File: config.mk
export PLATFORM = sky130hd
export DESIGN_NAME = phz_centered_dft
export DESIGN_NICKNAME = d
export VERILOG_FILES = /design/src/rtl/phz_pkg.sv /design/src/rtl/phz_coef_rom.sv /design/src/rtl/phz_sample_buf.sv /design/src/rtl/phz_mac.sv /design/src/rtl/phz_scale.sv /design/src/rtl/phz_centered_dft.sv
export SDC_FILE = /design/constraint.sdc
export NUM_CORES = 2
export LEC_CHECK = 0
export BUFFER_PORTS_ARGS = -buffer_cell sky130_fd_sc_hd__buf_2
export CAP_MARGIN = 20
export CORE_MARGIN = 8
export CORE_UTILIZATION = 60
export CTS_CLUSTER_SIZE = 20
export DETAILED_ROUTE_END_ITERATION = 7
export GPL_TIMING_DRIVEN = 0
export PLACE_DENSITY = 0.79
export SYNTH_ARGS = -nofsm -noshare
export SYNTH_HDL_FRONTEND = slang
export SYNTH_SLANG_ARGS = --single-unit
File: constraint.sdc
create_clock -name clk -period 8.9 [get_ports clk]
set_clock_uncertainty 0.2 [all_clocks]
set_input_delay 0.445 -clock clk [delete_from_list [all_inputs] [get_ports clk]]
set_output_delay 0.445 -clock clk [all_outputs]
set_load 0.01 [all_outputs]
File: src/rtl/phz_pkg.sv
package phz_pkg;

   typedef enum logic [1:0] {
      PH_IDLE  = 2'd0,
      PH_ACC   = 2'd1,
      PH_SCALE = 2'd2
   } phz_state_e;

   localparam real PHZ_PI = 3.14159265358979323846;

   // round half away from zero
   function automatic int phz_round(input real v);
      return (v >= 0.0) ? $rtoi(v + 0.5) : $rtoi(v - 0.5);
   endfunction

   // centered tap angle for window position m of n, scaled to cw-bit fraction
   function automatic int phz_coef(input int m, input int n, input bit use_sin, input int cw);
      real th;
      real full;
      th   = 2.0 * PHZ_PI * (real'(m) - real'(n) / 2.0 + 0.5) / real'(n);
      full = real'((1 << (cw - 1)) - 1);
      return phz_round((use_sin ? $sin(th) : $cos(th)) * full);
   endfunction

   // RMS gain sqrt(2)/n expressed with ks fractional bits
   function automatic int phz_scale_k(input int n, input int ks);
      return phz_round($sqrt(2.0) * (2.0 ** ks) / real'(n));
   endfunction

endpackage

File: src/rtl/phz_coef_rom.sv
module phz_coef_rom #(
   parameter int N  = 16,
   parameter int CW = 16,
   localparam int AW = $clog2(N)
) (
   input  logic [AW-1:0]        tap,
   output logic signed [CW-1:0] cos_o,
   output logic signed [CW-1:0] sin_o
);

   logic signed [CW-1:0] cos_tab [N];
   logic signed [CW-1:0] sin_tab [N];

   for (genvar g = 0; g < N; g++) begin : g_tap
      localparam int CV = phz_pkg::phz_coef(g, N, 1'b0, CW);
      localparam int SV = phz_pkg::phz_coef(g, N, 1'b1, CW);
      assign cos_tab[g] = CW'(CV);
      assign sin_tab[g] = CW'(SV);
   end

   assign cos_o = cos_tab[tap];
   assign sin_o = sin_tab[tap];

endmodule

File: src/rtl/phz_sample_buf.sv
module phz_sample_buf #(
   parameter int N  = 16,
   parameter int SW = 16,
   localparam int AW = $clog2(N)
) (
   input  logic                 clk,
   input  logic                 rst,
   input  logic                 wr_en,
   input  logic signed [SW-1:0] wr_data,
   input  logic [AW-1:0]        rd_addr,
   output logic signed [SW-1:0] rd_data,
   output logic [AW-1:0]        wptr
);

   logic signed [SW-1:0] mem [N];

   always_ff @(posedge clk) begin
      if (rst) begin
         for (int i = 0; i < N; i++) mem[i] <= '0;
         wptr <= '0;
      end else if (wr_en) begin
         mem[wptr] <= wr_data;
         wptr      <= (wptr == AW'(N - 1)) ? '0 : wptr + 1'b1;
      end
   end

   assign rd_data = mem[rd_addr];

endmodule

File: src/rtl/phz_mac.sv
module phz_mac #(
   parameter int SW    = 16,
   parameter int CW    = 16,
   parameter int ACC_W = 36
) (
   input  logic                    clk,
   input  logic                    rst,
   input  logic                    clr,
   input  logic                    en,
   input  logic signed [SW-1:0]    x,
   input  logic signed [CW-1:0]    c,
   input  logic signed [CW-1:0]    s,
   output logic signed [ACC_W-1:0] acc_re,
   output logic signed [ACC_W-1:0] acc_im
);

   localparam int PW = SW + CW;

   logic signed [PW-1:0] p_re;
   logic signed [PW-1:0] p_im;

   assign p_re = PW'(x) * PW'(c);
   assign p_im = PW'(x) * PW'(s);

   always_ff @(posedge clk) begin
      if (rst || clr) begin
         acc_re <= '0;
         acc_im <= '0;
      end else if (en) begin
         acc_re <= acc_re + ACC_W'(p_re);
         acc_im <= acc_im - ACC_W'(p_im);
      end
   end

endmodule

File: src/rtl/phz_scale.sv
module phz_scale #(
   parameter int ACC_W    = 36,
   parameter int KW       = 19,
   parameter int K        = 92682,
   parameter int SH       = 35,
   parameter int OW       = 16,
   parameter bit SATURATE = 1'b1
) (
   input  logic signed [ACC_W-1:0] acc,
   output logic signed [OW-1:0]    y
);

   localparam int PW = ACC_W + KW;
   localparam logic signed [PW-1:0] KC   = PW'(K);
   localparam logic signed [PW-1:0] HALF = PW'(1) <<< (SH - 1);
   localparam logic signed [PW-1:0] HI   = PW'((2 ** (OW - 1)) - 1);
   localparam logic signed [PW-1:0] LO   = PW'(-(2 ** (OW - 1)));

   logic signed [PW-1:0] prod;
   logic signed [PW-1:0] shf;

   assign prod = PW'(acc) * KC;
   assign shf  = (prod + HALF) >>> SH;

   if (SATURATE) begin : g_sat
      assign y = (shf > HI) ? OW'(HI) : ((shf < LO) ? OW'(LO) : OW'(shf));
   end else begin : g_wrap
      assign y = OW'(shf);
   end

endmodule

File: src/rtl/phz_centered_dft.sv
module phz_centered_dft #(
   parameter int N        = 16,
   parameter int SW       = 16,
   parameter int CW       = 16,
   parameter int OW       = 16,
   parameter bit SATURATE = 1'b1
) (
   input  logic                 clk,
   input  logic                 rst,
   input  logic                 sample_valid,
   input  logic signed [SW-1:0] sample_in,
   input  logic                 report_mark,
   output logic                 phasor_valid,
   output logic signed [OW-1:0] phasor_re,
   output logic signed [OW-1:0] phasor_im,
   output logic                 mark_overrun
);

   import phz_pkg::*;

   localparam int AW    = $clog2(N);
   localparam int ACC_W = SW + CW + AW;
   localparam int KS    = OW + AW;
   localparam int KVAL  = phz_scale_k(N, KS);
   localparam int KW    = OW + 3;
   localparam int SH    = (CW - 1) + KS;

   if ((N % 2) != 0 || N < 4) begin : g_bad_n
      $error("phz_centered_dft: N must be even and at least 4");
   end
   if (OW > 30 || CW > 31 || SW > 31) begin : g_bad_w
      $error("phz_centered_dft: width parameter out of range");
   end

   phz_state_e           st;
   logic [AW-1:0]        tap;
   logic [AW-1:0]        rd_addr;
   logic [AW-1:0]        wptr;
   logic [AW-1:0]        base;
   logic signed [SW-1:0] rd_data;
   logic signed [CW-1:0] c_cos;
   logic signed [CW-1:0] c_sin;
   logic signed [ACC_W-1:0] acc_re;
   logic signed [ACC_W-1:0] acc_im;
   logic signed [OW-1:0] sc_re;
   logic signed [OW-1:0] sc_im;
   logic                 accept;

   assign accept = (st == PH_IDLE) && report_mark;
   // a sample written in the mark cycle belongs to the window, so skip past it
   assign base   = sample_valid ? ((wptr == AW'(N - 1)) ? '0 : wptr + 1'b1) : wptr;

   phz_sample_buf #(.N(N), .SW(SW)) u_buf (
      .clk     (clk),
      .rst     (rst),
      .wr_en   (sample_valid),
      .wr_data (sample_in),
      .rd_addr (rd_addr),
      .rd_data (rd_data),
      .wptr    (wptr)
   );

   phz_coef_rom #(.N(N), .CW(CW)) u_rom (
      .tap   (tap),
      .cos_o (c_cos),
      .sin_o (c_sin)
   );

   phz_mac #(.SW(SW), .CW(CW), .ACC_W(ACC_W)) u_mac (
      .clk    (clk),
      .rst    (rst),
      .clr    (accept),
      .en     (st == PH_ACC),
      .x      (rd_data),
      .c      (c_cos),
      .s      (c_sin),
      .acc_re (acc_re),
      .acc_im (acc_im)
   );

   phz_scale #(.ACC_W(ACC_W), .KW(KW), .K(KVAL), .SH(SH), .OW(OW), .SATURATE(SATURATE)) u_sc_re (
      .acc (acc_re),
      .y   (sc_re)
   );

   phz_scale #(.ACC_W(ACC_W), .KW(KW), .K(KVAL), .SH(SH), .OW(OW), .SATURATE(SATURATE)) u_sc_im (
      .acc (acc_im),
      .y   (sc_im)
   );

   always_ff @(posedge clk) begin
      if (rst) begin
         st           <= PH_IDLE;
         tap          <= '0;
         rd_addr      <= '0;
         phasor_valid <= 1'b0;
         phasor_re    <= '0;
         phasor_im    <= '0;
         mark_overrun <= 1'b0;
      end else begin
         phasor_valid <= 1'b0;
         mark_overrun <= report_mark && (st != PH_IDLE);
         case (st)
            PH_IDLE: begin
               if (report_mark) begin
                  rd_addr <= base;
                  tap     <= '0;
                  st      <= PH_ACC;
               end
            end
            PH_ACC: begin
               rd_addr <= (rd_addr == AW'(N - 1)) ? '0 : rd_addr + 1'b1;
               tap     <= (tap == AW'(N - 1)) ? '0 : tap + 1'b1;
               if (tap == AW'(N - 1)) st <= PH_SCALE;
            end
            PH_SCALE: begin
               phasor_valid <= 1'b1;
               phasor_re    <= sc_re;
               phasor_im    <= sc_im;
               st           <= PH_IDLE;
            end
            default: st <= PH_IDLE;
         endcase
      end
   end

endmodule

==> metrics.cfg <==
[worst_hold_path]
hp-class = input pin to register

[global_routing]
overflow = 0
grt_pass1_vias = 44800
antenna_found_initial = 1
grt_start_max_net_pins = 25
grt_pass1_wl_um = 240000
track_usage_pct = 28.2

[layout]
nets = 7655
fin_util_pct = 64.9
design_area_sq_um = 62800
synthToLayoutAreaGrowth_pct = 7.10
instances_no_fill = 7237
layout-drive-gt1-share_pct = 6.97

[clock_network]
numCtsBuffers = 41
clock_sinks = 380
clockRootBuffer = clkbuf_16
cts-htree-levels = 2
clk_latency_ps = 620
cts_buffer_depth = 3
clk_pin_slew_ps = 60
cts_tree = yes

[drt]
viasPerCell = 5.90
ant_nets = 0
drt-initial-drc-count = 3981
met2_length_um = 72300
drc = 0
firstDrtPassIters = 6
wl_um = 152000
maxUsedRoutingLayer = met5
wl_met3_um = 15200
vias = 42700
wl_met1_um = 58500
avgRoutedWirePerCell_um = 21.1

[worst_setup_path]
cp.required_ps = 9150
r2r_slack_ps = 180
crit_buf_inv = 9
crit_fanout = 10
cp_common_cell = fa_1
cp_slowest_stage_delay_ps = 590
crit_arrival_ps = 8980
path_delay_family = adder cells
cp-start-kind = register
end_kind = register
path_class = register to register
cp_slowest_cell = buf_1

[logic_synthesis]
synth.avg_cell_area_sq_um = 10.1
synth.distinct_cells = 104
synth_fp_nets = 7526
synthFlopType = edfxtp_1
syn_area_sq_um = 58600
ys_ff_latch = 380
synth_edf_count = 256
yosysWarnings = 0
async_reset_ff_share_pct = 0
synth_seq_area_share_pct = 17.4
syn_inst = 5796

[die]
die_h_um = 328
initial_core_util_pct = 60.6
die_x_um = 328
fp-row-count = 114
dieArea_sq_um = 108000
core_area_sq_um = 96700
ios = 54

[sta]
finalCritPeriodShare_pct = 98.0
timing.fmax_ghz = 0.115
period_needed_ps = 8720
setup_violations = 0
drv_slew = 0
worst_slew_pin_slew_ps = 1250
final-hold-violation-count = 0
slew_headroom_pct = 16.8
rsz0062_at_grt = true

[placed_design]
dpl_cell_area_sq_um = 60600
gp_congestion = 0.996
dp.final_hpwl_um = 124000
io_buffers = 52
dp.cells = 7138

[status]
status = finished, final reports clean

[job]
maxCapViolCount = 0

## area by class of cell
class | count | area (sq um)
fillers | 7431 | 34000
repair buffers | 91 | 671
well taps | 1276 | 1600
clock buffers | 54 | 1100
plain buffers | 192 | 953
diodes | 3 | 7.51
inverters | 1276 | 4790
clock inverters | 22 | 309
flip-flops and latches | 380 | 10200
multi-input cells | 3943 | 43100
## synthesized netlist by cell type, types with 7 or more instances
library cell	count	share of area [%]
inv_1	1275	8.2
fa_1	990	34
ha_1	720	15
nor2_1	431	2.8
nand2_1	331	2.1
edfxtp_1	256	13
a21oi_1	183	1.6
clkbuf_1	168	1.1
and3_1	156	1.7
and2_1	154	1.6
dfxtp_1	124	4.2
xnor2_1	97	1.4
o21ai_0	96	0.82
nand3_1	73	0.62
a21o_1	67	0.86
mux4_2	65	2.5
xor2_1	49	0.73
nand2b_1	46	0.49
nor3_1	39	0.33
o21a_1	37	0.47
a211oi_1	32	0.41
or3_1	30	0.32
nand4_1	26	0.28
mux2i_1	25	0.43
nor2b_1	21	0.22
o21bai_1	20	0.26
o21ai_1	19	0.16
buf_1	18	0.12
mux2_2	18	0.35
o211ai_1	15	0.19
or2_2	14	0.15
a31oi_1	13	0.14
a211oi_2	12	0.26
o31ai_1	11	0.14
o32ai_2	10	0.28
a2111oi_0	8	0.12
a211o_1	8	0.12
nor3b_1	8	0.10
buf_2	7	0.060
o32ai_1	7	0.10
## per-stage QoR
step	hold WS, ps	setup WS [ps]	setup TNS (ps)
6_report	60.0	177	0
5_1_grt	40.7	-48.6	-115
4_1_cts	35.4	1.30	0
3_5_place_dp	251	-2450	-78050
3_3_place_gp	235	-2660	-83830
2_1_floorplan	276	85.3	0
## state kept, by name (all words and copies together) (netlist names), 4 cells and up, named ones only
name          cells
tap               4
phasor_im        16
u_mac.acc_im     36
rd_addr           4
phasor_re        16
u_buf.wptr        4
u_buf.mem       256
u_mac.acc_re     36
## what timing repair did
action                     in CTS  in global routing
hold buffers                    1                  0
setup endpoints to repair      54                 37
hold endpoints to repair        1                  0
cloned                          0                  0
buffers inserted                2                 22
resized for setup              98                116
pin swaps                       2                  6
## worst paths after layout
kind / startpoint / endpoint / cells after the start
max: register / u_mac.acc_re[32] / 28
min: sample_in[12] / u_buf.mem[0][12] / 2
max reg2reg: register / u_mac.acc_re[32] / 28
min reg2reg: phasor_im[15] / phasor_im[15] / 2
## cell usage in the layout (no fill, tap or decap), types with 93 or more instances in the layout
cell type,n
nor2_1,431
xnor2_1,93
fa_1,989
o21ai_0,93
and2_1,154
ha_1,720
inv_1,1273
and3_1,156
nand2_1,331
dfxtp_1,119
a21oi_1,177
clkbuf_1,128
edfxtp_1,256
## cell families (layout without fill, tap and decap cells)
family / Yosys count / count (layout) / share of synthesized area, %
fa+ha+maj: 1710 / 1710 / 49.2
buf+inv: 1473 / 1635 / 9.49
simple gates: 1362 / 1362 / 11.3
compound gates: 615 / 615 / 7.17
flops: 380 / 380 / 17.4
xor+xnor: 148 / 148 / 2.25
mux: 108 / 108 / 3.27
other cells: 0 / 3 / 0
## routing by layer
| layer | GRT usage, % | vias up |
|---|---|---|
| li1 | - | 18800 |
| met1 | 36.6 | 21500 |
| met2 | 46.0 | 2018 |
| met3 | 6.40 | 392 |
| met4 | 10.9 | 2 |
| met5 | 0 | - |
Power is left out: the tool's default activity adds up to more than one toggle a clock period on the data nets, which glitch-free logic cannot reach.
